## config.mk

```make
export PLATFORM = sky130hd
export DESIGN_NAME = ks_adder
export DESIGN_NICKNAME = d
export VERILOG_FILES = /design/src/rtl/ks_pkg.sv /design/src/rtl/ks_bitpg.sv /design/src/rtl/ks_prefix.sv /design/src/rtl/ks_sum.sv /design/src/rtl/ks_adder.sv
export SDC_FILE = /design/constraint.sdc
export NUM_CORES = 1
export LEC_CHECK = 0
export ABC_CLOCK_PERIOD_IN_PS = 3300
export BUFFER_PORTS_ARGS = -buffer_cell sky130_fd_sc_hd__buf_4
export CAP_MARGIN = 25
export CORE_AREA = 2 2 59 67
export CTS_BUF_LIST = sky130_fd_sc_hd__clkbuf_16
export CTS_CLUSTER_DIAMETER = 50
export DETAILED_ROUTE_END_ITERATION = 7
export DIE_AREA = 0 0 61 69
export PLACE_DENSITY = 0.87
export SYNTH_ARGS = -nofsm -noshare
export SYNTH_HDL_FRONTEND = slang
export SYNTH_SLANG_ARGS = --single-unit
```

## constraint.sdc

```tcl
create_clock -name clk -period 3.3 [get_ports clk]
set_input_delay 0.33 -clock clk [delete_from_list [all_inputs] [get_ports clk]]
set_output_delay 0.33 -clock clk [all_outputs]
set_load 0.005 [all_outputs]
```

## src/rtl/ks_pkg.sv

```systemverilog
package ks_pkg;

  typedef struct packed {
    logic g;
    logic p;
  } gp_t;

  // Full merge of an upper group with the adjoining lower group.
  function automatic gp_t ks_black(gp_t hi, gp_t lo);
    gp_t r;
    r.g = hi.g | (hi.p & lo.g);
    r.p = hi.p & lo.p;
    return r;
  endfunction

  // Merge when the lower group already reaches position 0: the propagate is
  // then zero, since the position-0 propagate is zero.
  function automatic gp_t ks_gray(gp_t hi, gp_t lo);
    gp_t r;
    r.g = hi.g | (hi.p & lo.g);
    r.p = 1'b0;
    return r;
  endfunction

endpackage

```

## src/rtl/ks_bitpg.sv

```systemverilog
module ks_bitpg #(
  parameter int N = 16
) (
  input  logic [N-1:0] a,
  input  logic [N-1:0] b,
  input  logic         cin,
  output logic [N:0]   g,
  output logic [N:0]   p
);
  // Position 0 carries the carry-in as a pure generate.
  assign g[0] = cin;
  assign p[0] = 1'b0;

  for (genvar i = 0; i < N; i++) begin : bit_gp
    assign g[i+1] = a[i] & b[i];
    assign p[i+1] = a[i] ^ b[i];
  end
endmodule

```

## src/rtl/ks_prefix.sv

```systemverilog
module ks_prefix
  import ks_pkg::*;
#(
  parameter int N = 16
) (
  input  logic [N:0] g_in,
  input  logic [N:0] p_in,
  output logic [N:0] g_out,
  output logic [N:0] p_out
);
  localparam int POS    = N + 1;
  localparam int LEVELS = (POS > 1) ? $clog2(POS) : 1;

  for (genvar lvl = 1; lvl <= LEVELS; lvl++) begin : lv
    localparam int SPAN = 1 << (lvl - 1);
    logic [N:0] g_prev, p_prev, g_cur, p_cur;

    if (lvl == 1) begin : first
      assign g_prev = g_in;
      assign p_prev = p_in;
    end else begin : chain
      assign g_prev = lv[lvl-1].g_cur;
      assign p_prev = lv[lvl-1].p_cur;
    end

    for (genvar pos = 0; pos <= N; pos++) begin : node
      if (pos < SPAN) begin : buf_c
        assign g_cur[pos] = g_prev[pos];
        assign p_cur[pos] = p_prev[pos];
      end else if (pos < 2 * SPAN) begin : gray_c
        assign {g_cur[pos], p_cur[pos]} =
          ks_gray(gp_t'({g_prev[pos], p_prev[pos]}),
                  gp_t'({g_prev[pos-SPAN], p_prev[pos-SPAN]}));
      end else begin : black_c
        assign {g_cur[pos], p_cur[pos]} =
          ks_black(gp_t'({g_prev[pos], p_prev[pos]}),
                   gp_t'({g_prev[pos-SPAN], p_prev[pos-SPAN]}));
      end
    end
  end

  assign g_out = lv[LEVELS].g_cur;
  assign p_out = lv[LEVELS].p_cur;
endmodule

```

## src/rtl/ks_sum.sv

```systemverilog
module ks_sum #(
  parameter int N = 16
) (
  input  logic [N-1:0] p_op,
  input  logic [N:0]   g_grp,
  output logic [N-1:0] sum,
  output logic         cout
);
  for (genvar i = 0; i < N; i++) begin : sbit
    assign sum[i] = p_op[i] ^ g_grp[i];
  end
  assign cout = g_grp[N];
endmodule

```

## src/rtl/ks_adder.sv

```systemverilog
module ks_adder #(
  parameter int N      = 16,
  parameter bit DBG_EN = 1'b1
) (
  input  logic         clk,
  input  logic         rst,
  input  logic [N-1:0] op_a,
  input  logic [N-1:0] op_b,
  input  logic         c_in,
  output logic [N-1:0] sum_o,
  output logic         c_out,
  output logic [N:0]   grp_gen_o
);
  logic [N:0]   g_bit, p_bit, g_fin, p_fin;
  logic [N-1:0] sum_c;
  logic         cout_c;

  ks_bitpg #(.N(N)) u_pg (
    .a(op_a), .b(op_b), .cin(c_in), .g(g_bit), .p(p_bit)
  );

  ks_prefix #(.N(N)) u_tree (
    .g_in(g_bit), .p_in(p_bit), .g_out(g_fin), .p_out(p_fin)
  );

  ks_sum #(.N(N)) u_sum (
    .p_op(p_bit[N:1]), .g_grp(g_fin), .sum(sum_c), .cout(cout_c)
  );

  always_ff @(posedge clk) begin
    if (rst) begin
      sum_o <= '0;
      c_out <= 1'b0;
    end else begin
      sum_o <= sum_c;
      c_out <= cout_c;
    end
  end

  if (DBG_EN) begin : dbg_on
    always_ff @(posedge clk) begin
      if (rst) grp_gen_o <= '0;
      else     grp_gen_o <= g_fin;
    end
  end else begin : dbg_off
    assign grp_gen_o = '0;
  end


  reset_clear_chk: assert property (@(posedge clk)
    $past(rst) |-> (sum_o == '0 && c_out == 1'b0 && grp_gen_o == '0));


  sum_match_chk: assert property (@(posedge clk) disable iff (rst)
    !$past(rst) |-> sum_o == $past(op_a + op_b + {{(N-1){1'b0}}, c_in}));


  cout_match_chk: assert property (@(posedge clk) disable iff (rst)
    !$past(rst) |-> {c_out, sum_o} ==
      $past({1'b0, op_a} + {1'b0, op_b} + {{N{1'b0}}, c_in}));


  full_span_chk: assert property (@(posedge clk) disable iff (rst)
    p_fin == '0 && g_fin[0] == c_in);

  for (genvar k = 1; k <= N; k++) begin : recur

    carry_recur_chk: assert property (@(posedge clk) disable iff (rst)
      g_fin[k] == (g_bit[k] | (p_bit[k] & g_fin[k-1])));
  end
endmodule

```

==> flow_summary.yaml, run 1 <==
die:
  rows: 23
  start_util_pct: 50.12
  die-width_um: 61
  core-area_um2: 3540
  io_pins: 69
  dieArea_um2: 4209
  die_y_um: 69
timing:
  worst-slew-pin-transition_ns: 0.3606
  setup_violations: 0
  drv_slew: 0
  setup_slack_ns: 1.347
  holdWs_ns: 0.2967
  hold_viol_final: 0
  fin_setup_tns_ns: 0
  slew_headroom_pct: 75.96
  timing.final.crit_share_pct: 59.18
  grt_setup_unrepaired: "false"
  min_period_ns: 1.953
  fmax_mhz: 512.0
logic_synthesis:
  synth_top_flop_cell: "dfxtp_1"
  syn_area_um2: 1774
  postSynthNetCount: 246
  yosysWarnings: 0
  yosysTopAreaCellShare_pct: 37.24
  synth_cell_type_count: 45
  synth_area_per_cell_um2: 9.145
  yosys-top-cells-area: "dfxtp_1 37%, ha_1 11%, nor2_1 6.6%"
  yosys.area.top_type: "dfxtp_1"
  synth_edf_count: 0
  synth-seq-area-share_pct: 37.24
  synth_seq_cells: 33
  synthCells: 194
  ys_async_sr_fraction_pct: 0
cts:
  ctsResizeCount: 0
  cts_buffers: 5
  postCtsHoldBufs: 0
  h-tree-depth: 2
  tritoncts: "yes"
  path_clk_slew_ns: 0.05
  cts_buffer_depth: 2
  clkSinkCount: 33
  cts_root_buffer: "clkbuf_16"
  post-cts-setup-buffers: 0
placement:
  place.port_buffers: 68
  post-dp-hpwl_um: 2983
  placed_cells: 303
  placed_area_um2: 2303
  gp_congestion: 0.8958
  place_ws_ns: 1.085
grt:
  antenna_found_initial: 0
  grt_use_total_pct: 20.60
  grt_max_degree: 38
  grt_pass1_wl_um: 6644
  grt_pass1_vias: 1503
  grt_remaining_overflow: 0
route:
  dr.pass1.iters: 4
  vias_per_cell: 5.170
  avgRoutedWirePerCell_um: 13.12
  drc: 0
  vias: 1608
  drt_wl_total_um: 4079
  antenna_left: 0
  first_iter_violations: 60
pwr:
  ir_worst_vdd_mv: 0.2145
  power_mw: 1.284
  p_per_area_nw_per_um2: 520.8
  p_leak_nw: 1.168
critical_path:
  startpoint: "op_a[0]"
  end_kind: "flip-flop"
  cpPeakStageDelay_ns: 0.49
  startpoint_type: "input pin"
  cp_slowest_cell: "fa_1"
  path_class: "input pin to flip-flop"
  critPathArrivalTime_ns: 2.11
  crit_required_ns: 3.46
  cp_max_fo: 6
  crit_chain: "buf_4 > fa_1 > a211oi_2 > o21ai_4 > a31oi_4 > o221a_4 > mux2_4"
cells_and_area:
  layout_commonest_cell: "buf_4"
  layout.nets: 312
  final_layout_size_suffix_gt1_share_pct: 32.95
  design_area_um2: 2466
  regArea_um2: 660.6
  n_fill_cell: 282
  fin_cells: 311
  final_util_pct: 69.67
  multi_input_area_um2: 1066
  layout_common_cells: "68 x buf_4, 33 x dfxtp_1, 31 x nor2_1"
  antenna_cells: 0
  synthToLayoutAreaGrowth_pct: 39.00
outcome:
  status: "complete, no violations"
hold_path:
  min_to: "grp_gen_o[0]"
  hold_depth: 2
  min-delay-start: "c_in"
  hold_class: "input pin to flip-flop"
run:
  maxCapViolations: 0
[routing by layer]
layer  vias to the layer above  global-route usage [%]  share of wire [%]
li1                        814                       -                  -
met1                       733                   25.18                 42
met2                        55                   34.29                 51
met3                         6                   4.128                5.4
met4                         0                   8.213                1.5
met5                         -                       0                  0
[synth_stat cells, drive strengths merged (2+ instances only)]
master	n
mux2	3
ha	16
xor2	5
nor2b	9
o21a	3
nand2b	2
buf	6
dfxtp	33
nor2	31
o21ai	8
a21oi	17
nand4	3
nand2	16
a31oi	3
xnor2	3
nand3	3
nor3	6
clkbuf	3
a21o	5
[kinds of logic (layout without fill, tap and decap cells)]
family          count (synthesis)  in the layout  share of synthesized area [%]
fa+ha+maj                      17             17                          12.41
compound gates                 47             47                          21.09
xor+xnor                        8              8                          3.949
buf+inv                        10             77                          2.680
simple gates                   76             76                          20.52
flops                          33             33                          37.24
mux                             3              3                          2.115
[where the power goes]
part,leakage [nW],switching [mW],internal [mW]
logic,0.811,0.156,0.166
clock network,0.0826,0.158,0.350
registers,0.275,0.0112,0.443
total,1.17,0.326,0.958
[critical path, delay by kind of cell]
kind / cells / cell delay, ns
AOI/OAI and AO/OA: 4 / 0.88
adders and majority gates: 1 / 0.49
buffers and inverters: 1 / 0.12
muxes: 1 / 0.29
[worst max path at each step]
stage / slack (ns) / to / cells after the start
after floorplan: 1.28 / sum_o[15] / 6
after global placement: 1.11 / sum_o[15] / 7
after detailed placement: 1.09 / sum_o[15] / 7
after CTS: 1.35 / sum_o[15] / 7
after global routing: 1.28 / sum_o[15] / 7
final: 1.35 / sum_o[15] / 7
[layout make-up]
cell class | count | area share, %
Sequential cell | 33 | 26.79
Multi-Input combinational cell | 151 | 43.23
Clock inverter | 3 | 1.522
Timing Repair Buffer | 68 | 20.70
Clock buffer | 5 | 5.074
Inverter | 1 | 0.1522
Tap cell | 50 | 2.537
[sequential cells by signal (all words and copies together) (netlist names)]
name and count:
sum_o 16, grp_gen_o 16, c_out 1
No activity file was read; power rests on OpenSTA's default activity.
==> inputs of run 2 (changes only) <==
ABC_AREA = 1   (was not set)
ABC_CLOCK_PERIOD_IN_PS = 1790   (was 3300)
CORE_AREA = 2 2 67 75   (was 2 2 59 67)
DIE_AREA = 0 0 69 77   (was 0 0 61 69)
PLACE_DENSITY = 0.79   (was 0.87)
clock period = 1.79 ns   (was 3.3 ns; I/O delays follow)
==> run 2 against run 1 <==
Power is 72% higher; global-route usage is 2.4 points lower; design area is 8.4% higher; via count is 18% higher; sequential power is 83% higher; routed wire length is 9.3% higher; count of clock-buffer cells in the layout stayed put; sequential cell count stayed put; sequential share of layout area is 2.1 points lower; largest cell class unchanged; largest power group is now registers.
==> flow_summary.yaml, run 2 <==
cells_and_area:
  final_util_pct: 58.68
  layout_commonest_cell: "nand2_1"
  synthToLayoutAreaGrowth_pct: 35.45
  largestRegisters: "grp_gen_o: 16 flops, sum_o: 16 flops, c_out: 1 flops"
  layout.nets: 406
  antenna_cells: 0
  final_layout_size_suffix_gt1_share_pct: 33.33
  fin_cells: 410
  layout_common_cells: "75 x nand2_1, 70 x buf_4, 50 x inv_1, 33 x dfxtp_1, 24 x a21oi_1"
  n_fill_cell: 438
critical_path:
  endpoint: "sum_o[14]"
  end_kind: "flip-flop"
  critPathArrivalTime_ns: 1.45
  cpPeakStageDelay_ns: 0.38
  crit_chain: "buf_4 > ha_1 > nand2_2 > inv_2 > nand2_1 > nand2_1 > a21oi_1 > nand3_2 > nand2_1 > nor2_1"
  cp_max_fo: 5
  crit_required_ns: 1.95
  startpoint: "op_a[8]"
  startpoint_type: "input pin"
  cpMostUsedCell: "nand2_1"
  path_class: "input pin to flip-flop"
  cp_slowest_cell: "ha_1"
logic_synthesis:
  synth_area_per_cell_um2: 7.022
  synthCells: 281
  postSynthNetCount: 333
  synth_cell_type_count: 24
  synth_edf_count: 0
  yosys.area.top_type: "dfxtp_1"
  synth_commonest_cells: "75 x nand2_1, 49 x inv_1, 33 x dfxtp_1, 24 x a21oi_1, 23 x nor2_1"
  yosys-top-cells-area: "dfxtp_1 33%, nand2_1 14%, ha_1 10%"
  syn_area_um2: 1973
  yosysWarnings: 0
  synth.most_common_cell: "nand2_1"
  synth_seq_cells: 33
  ys_async_sr_fraction_pct: 0
  yosysTopAreaCellShare_pct: 33.48
  synth-seq-area-share_pct: 33.48
  synth_top_flop_cell: "dfxtp_1"
timing:
  timing.final.crit_share_pct: 72.14
  fin_setup_tns_ns: 0
  hold_viol_final: 0
  drv_slew: 0
  fmax_mhz: 774.4
  setup_violations: 0
  slew_headroom_pct: 80.61
  min_period_ns: 1.291
  grt_setup_unrepaired: "false"
  worst-slew-pin-transition_ns: 0.2909
die:
  die_y_um: 77
  die-width_um: 69
  rows: 26
  io_pins: 69
  dieArea_um2: 5313
  start_util_pct: 43.32
  core-area_um2: 4554
pwr:
  pwr-share-seq_pct: 37.7
  p_int_mw: 1.588
  p_leak_nw: 1.526
  switching_share_pct: 27.99
  p_per_area_nw_per_um2: 825.3
  clockPowerShare_pct: 34.8
  power_frac_comb_pct: 27.5
  ir_worst_vdd_mv: 0.4381
  power_switching_uw: 617.3
route:
  vias_per_cell: 4.634
  drc: 0
  vias: 1900
  first_iter_violations: 68
  drt_wl_total_um: 4460
  avgRoutedWirePerCell_um: 10.88
  dr.pass1.iters: 4
  antenna_left: 0
run:
  maxCapViolations: 0
cts:
  path_clk_slew_ns: 0.05
  cts_root_buffer: "clkbuf_16"
  clkSinkCount: 33
  post-cts-setup-buffers: 0
  ctsResizeCount: 0
  tritoncts: "yes"
  cts_buffers: 5
  postCtsHoldBufs: 0
  h-tree-depth: 2
  cts_buffer_depth: 2
grt:
  grt_pass1_vias: 1883
  grt_remaining_overflow: 0
  grt_max_degree: 15
  antenna_found_initial: 0
  grt_pass1_wl_um: 7962
  grt_use_total_pct: 18.20
placement:
  gp_congestion: 0.8717
  place.port_buffers: 68
  post-dp-hpwl_um: 3591
  placed_cells: 403
outcome:
  status: "complete, no violations"
hold_path:
  hold_class: "input pin to flip-flop"
## run 2: cell type report
cell class                 instances  area [µm²]  share of cell area (%)
clock buffer                       5       125.1                   4.682
clock inverter                     2       7.507                  0.2809
inverter                          55       206.4                   7.725
multi-input combinational        189        1077                   40.31
sequential                        33       660.6                   24.72
tap                               56       70.07                   2.622
timing repair buffer              70       525.5                   19.66
## run 2: metal layers
metal	up-vias	part of all wire (%)	wire length (µm)	global-route usage, %
li1	1005	-	-	-
met1	830	41	1830	19.71
met2	52	51	2257	32.60
met3	13	4.9	217	3.811
met4	0	3.5	155	10.20
met5	-	0	0	0
## run 2: worst min path at each step
stage          startpoint           end  slack, ns  depth (start not counted)
4_1_cts              c_in  grp_gen_o[0]       0.14                          3
6_report             c_in  grp_gen_o[0]       0.14                          3
3_5_place_dp         c_in  grp_gen_o[0]       0.42                          3
3_3_place_gp         c_in  grp_gen_o[0]       0.41                          3
5_1_grt              c_in  grp_gen_o[0]       0.16                          3
2_1_floorplan         rst  grp_gen_o[4]       0.25                          1
## run 2: critical path, delay by kind of cell
kind | cells | cell delay, ns
AOI/OAI and AO/OA | 1 | 0.26
adders and majority gates | 1 | 0.38
buffers and inverters | 2 | 0.15
and+or+nand+nor | 6 | 0.48
## run 2: logic make-up after synthesis
| group | count (synthesis) | synth area share, % |
|---|---|---|
| flops | 33 | 33.48 |
| compound gates | 35 | 9.829 |
| simple gates | 137 | 33.61 |
| buf+inv | 59 | 11.92 |
| fa+ha+maj | 17 | 11.16 |
## run 2: per-stage QoR
stage / power [mW] / worst slack [ns] / hold WS (ns) / area, µm²
finish: 2.206 / 0.4987 / 0.1403 / 2673
global route: 2.343 / 0.3383 / 0.1554 / 2673
CTS: 2.228 / 0.4996 / 0.1375 / 2673
detailed placement: 1.449 / 0.2164 / 0.4175 / 2540
global placement: 1.438 / 0.2454 / 0.4077 / 2540
floorplan: 1.206 / 0.4522 / 0.2481 / 1973
## run 2: power by group through the flow
stage	logic (mW)	registers [mW]	clock network, mW
CTS	0.609	0.832	0.787
detailed placement	0.604	0.845	0
global route	0.686	0.838	0.818
floorplan	0.351	0.855	0
finish	0.607	0.832	0.768
global placement	0.591	0.846	0
==> inputs of run 3 (changes only) <==
ABC_AREA = 0   (was 1)
ABC_CLOCK_PERIOD_IN_PS = 1300   (was 1790)
CORE_AREA = 2 2 61 69   (was 2 2 67 75)
DIE_AREA = 0 0 63 71   (was 0 0 69 77)
PLACE_DENSITY = 0.82   (was 0.79)
clock period = 1.3 ns   (was 1.79 ns; I/O delays follow)
==> run 3 against run 2 <==
Sequential cell count stayed put; die area shrank 16%; the run now ends with negative setup slack left; design area is 23% higher; setup slack worse by 0.80 ns.
==> flow_summary.yaml, run 3 (synthesis gave the netlist of run 1 again) <==
route:
  wl_met2_um: 3534
  avgRoutedWirePerCell_um: 18.45
  top_layer: "met4"
  wl_met3_um: 393
  vias: 2098
  dr.pass1.iters: 4
  vias_per_cell: 5.686
  drc: 0
  drt_wl_total_um: 6808
  first_iter_violations: 148
  wl_met1_um: 2614
  antenna_left: 0
timing:
  timing.final.crit_share_pct: 123.0
  min_period_ns: 1.600
  worst-slew-pin-transition_ns: 0.4059
  slew_headroom_pct: 72.94
  setup_violations: 22
  drv_slew: 0
  fmax_mhz: 625.2
  hold_viol_final: 0
  grt_setup_unrepaired: "true"
  fin_setup_tns_ns: -2.937
  holdWs_ns: 0.2221
  setup_slack_ns: -0.2996
cells_and_area:
  layout_commonest_cell: "buf_4"
  layout.nets: 368
  synthToLayoutAreaGrowth_pct: 84.63
  final_util_pct: 85.89
  n_fill_cell: 175
  largestRegisters: "grp_gen_o: 16 flops, sum_o: 16 flops, c_out: 1 flops"
  layout_common_cells: "110 x buf_4, 33 x dfxtp_1, 25 x nor2_1, 16 x nand2_1, 14 x buf_6"
  antenna_cells: 0
  final_layout_size_suffix_gt1_share_pct: 58.36
cts:
  cts_buffer_depth: 2
  h-tree-depth: 2
  cts_root_buffer: "clkbuf_16"
  tritoncts: "yes"
  clkSinkCount: 33
  path_clk_slew_ns: 0.06
  cts_buffers: 5
grt:
  grt_remaining_overflow: 0
  grt_pass1_vias: 2062
  grt_pass1_wl_um: 9887
  grt_max_degree: 38
  antenna_found_initial: 0
  grt_use_total_pct: 28.70
outcome:
  status: "finished, violations left"
  violations: "negative setup slack"
critical_path:
  crit_required_ns: 1.47
  startpoint_type: "input pin"
  cp_max_fo: 3
  end_kind: "flip-flop"
  critPathArrivalTime_ns: 1.77
  path_class: "input pin to flip-flop"
die:
  rows: 24
  dieArea_um2: 4473
  die_y_um: 71
  start_util_pct: 46.52
  core-area_um2: 3814
  die-width_um: 63
  io_pins: 69
placement:
  place_ws_ns: -0.6235
  gp_congestion: 0.8503
  place.port_buffers: 68
  post-dp-hpwl_um: 3540
hold_path:
  hold_depth: 3
  hold_class: "input pin to flip-flop"
run:
  maxCapViolations: 0
pwr:
  p_per_area_nw_per_um2: 1182
  p_leak_nw: 1.481
  ir_worst_vdd_mv: 0.7628
-- run 3: path summary, 6_finish.rpt --
path | from | endpoint | slack, ns
setup / recovery | op_b[0] | sum_o[12] | -0.30
hold / removal | c_in | grp_gen_o[0] | 0.22
-- run 3: layer usage --
metal / GRT usage (%) / vias to the layer above
li1: - / 926
met1: 31.67 / 1014
met2: 51.89 / 123
met3: 6.200 / 35
met4: 14.07 / 0
met5: 0 / -
-- run 3: metrics by stage --
stage               area (µm²)  total power, mW  cells
floorplan                 1863            1.690    194
global placement          2701            2.161    347
detailed placement        2701            2.194    347
CTS                       3138            3.695    364
global route              3276            4.014    369
finish                    3276            3.871    369
-- run 3: report_power, final --
part / internal [mW] / switching [mW]
clock network: 0.906 / 0.461
logic: 0.735 / 0.613
registers: 1.12 / 0.0336
-- run 3: cell type report --
type | count | area (µm²) | area share [%]
Multi-Input combinational cell | 151 | 1391 | 42.48
Timing Repair Buffer | 124 | 983.4 | 30.02
Sequential cell | 33 | 660.6 | 20.17
Clock buffer | 5 | 125.1 | 3.820
Tap cell | 52 | 65.06 | 1.986
Clock inverter | 3 | 46.29 | 1.413
Inverter | 1 | 3.754 | 0.1146
-- run 3: worst max-delay path, stage by stage --
cell	delay (ns)
buf_6	0.10
buf_6	0.11
ha_4	0.24
a21oi_4	0.21
nor2_4	0.07
o21a_4	0.22
o31ai_4	0.36
mux2_4	0.33
-- run 3: repair_timing --
action	CTS	global route
pin swaps	17	19
hold buffers	0	0
gates resized for setup	32	25
buffers inserted	9	6
endpoints found under the setup margin	17	22
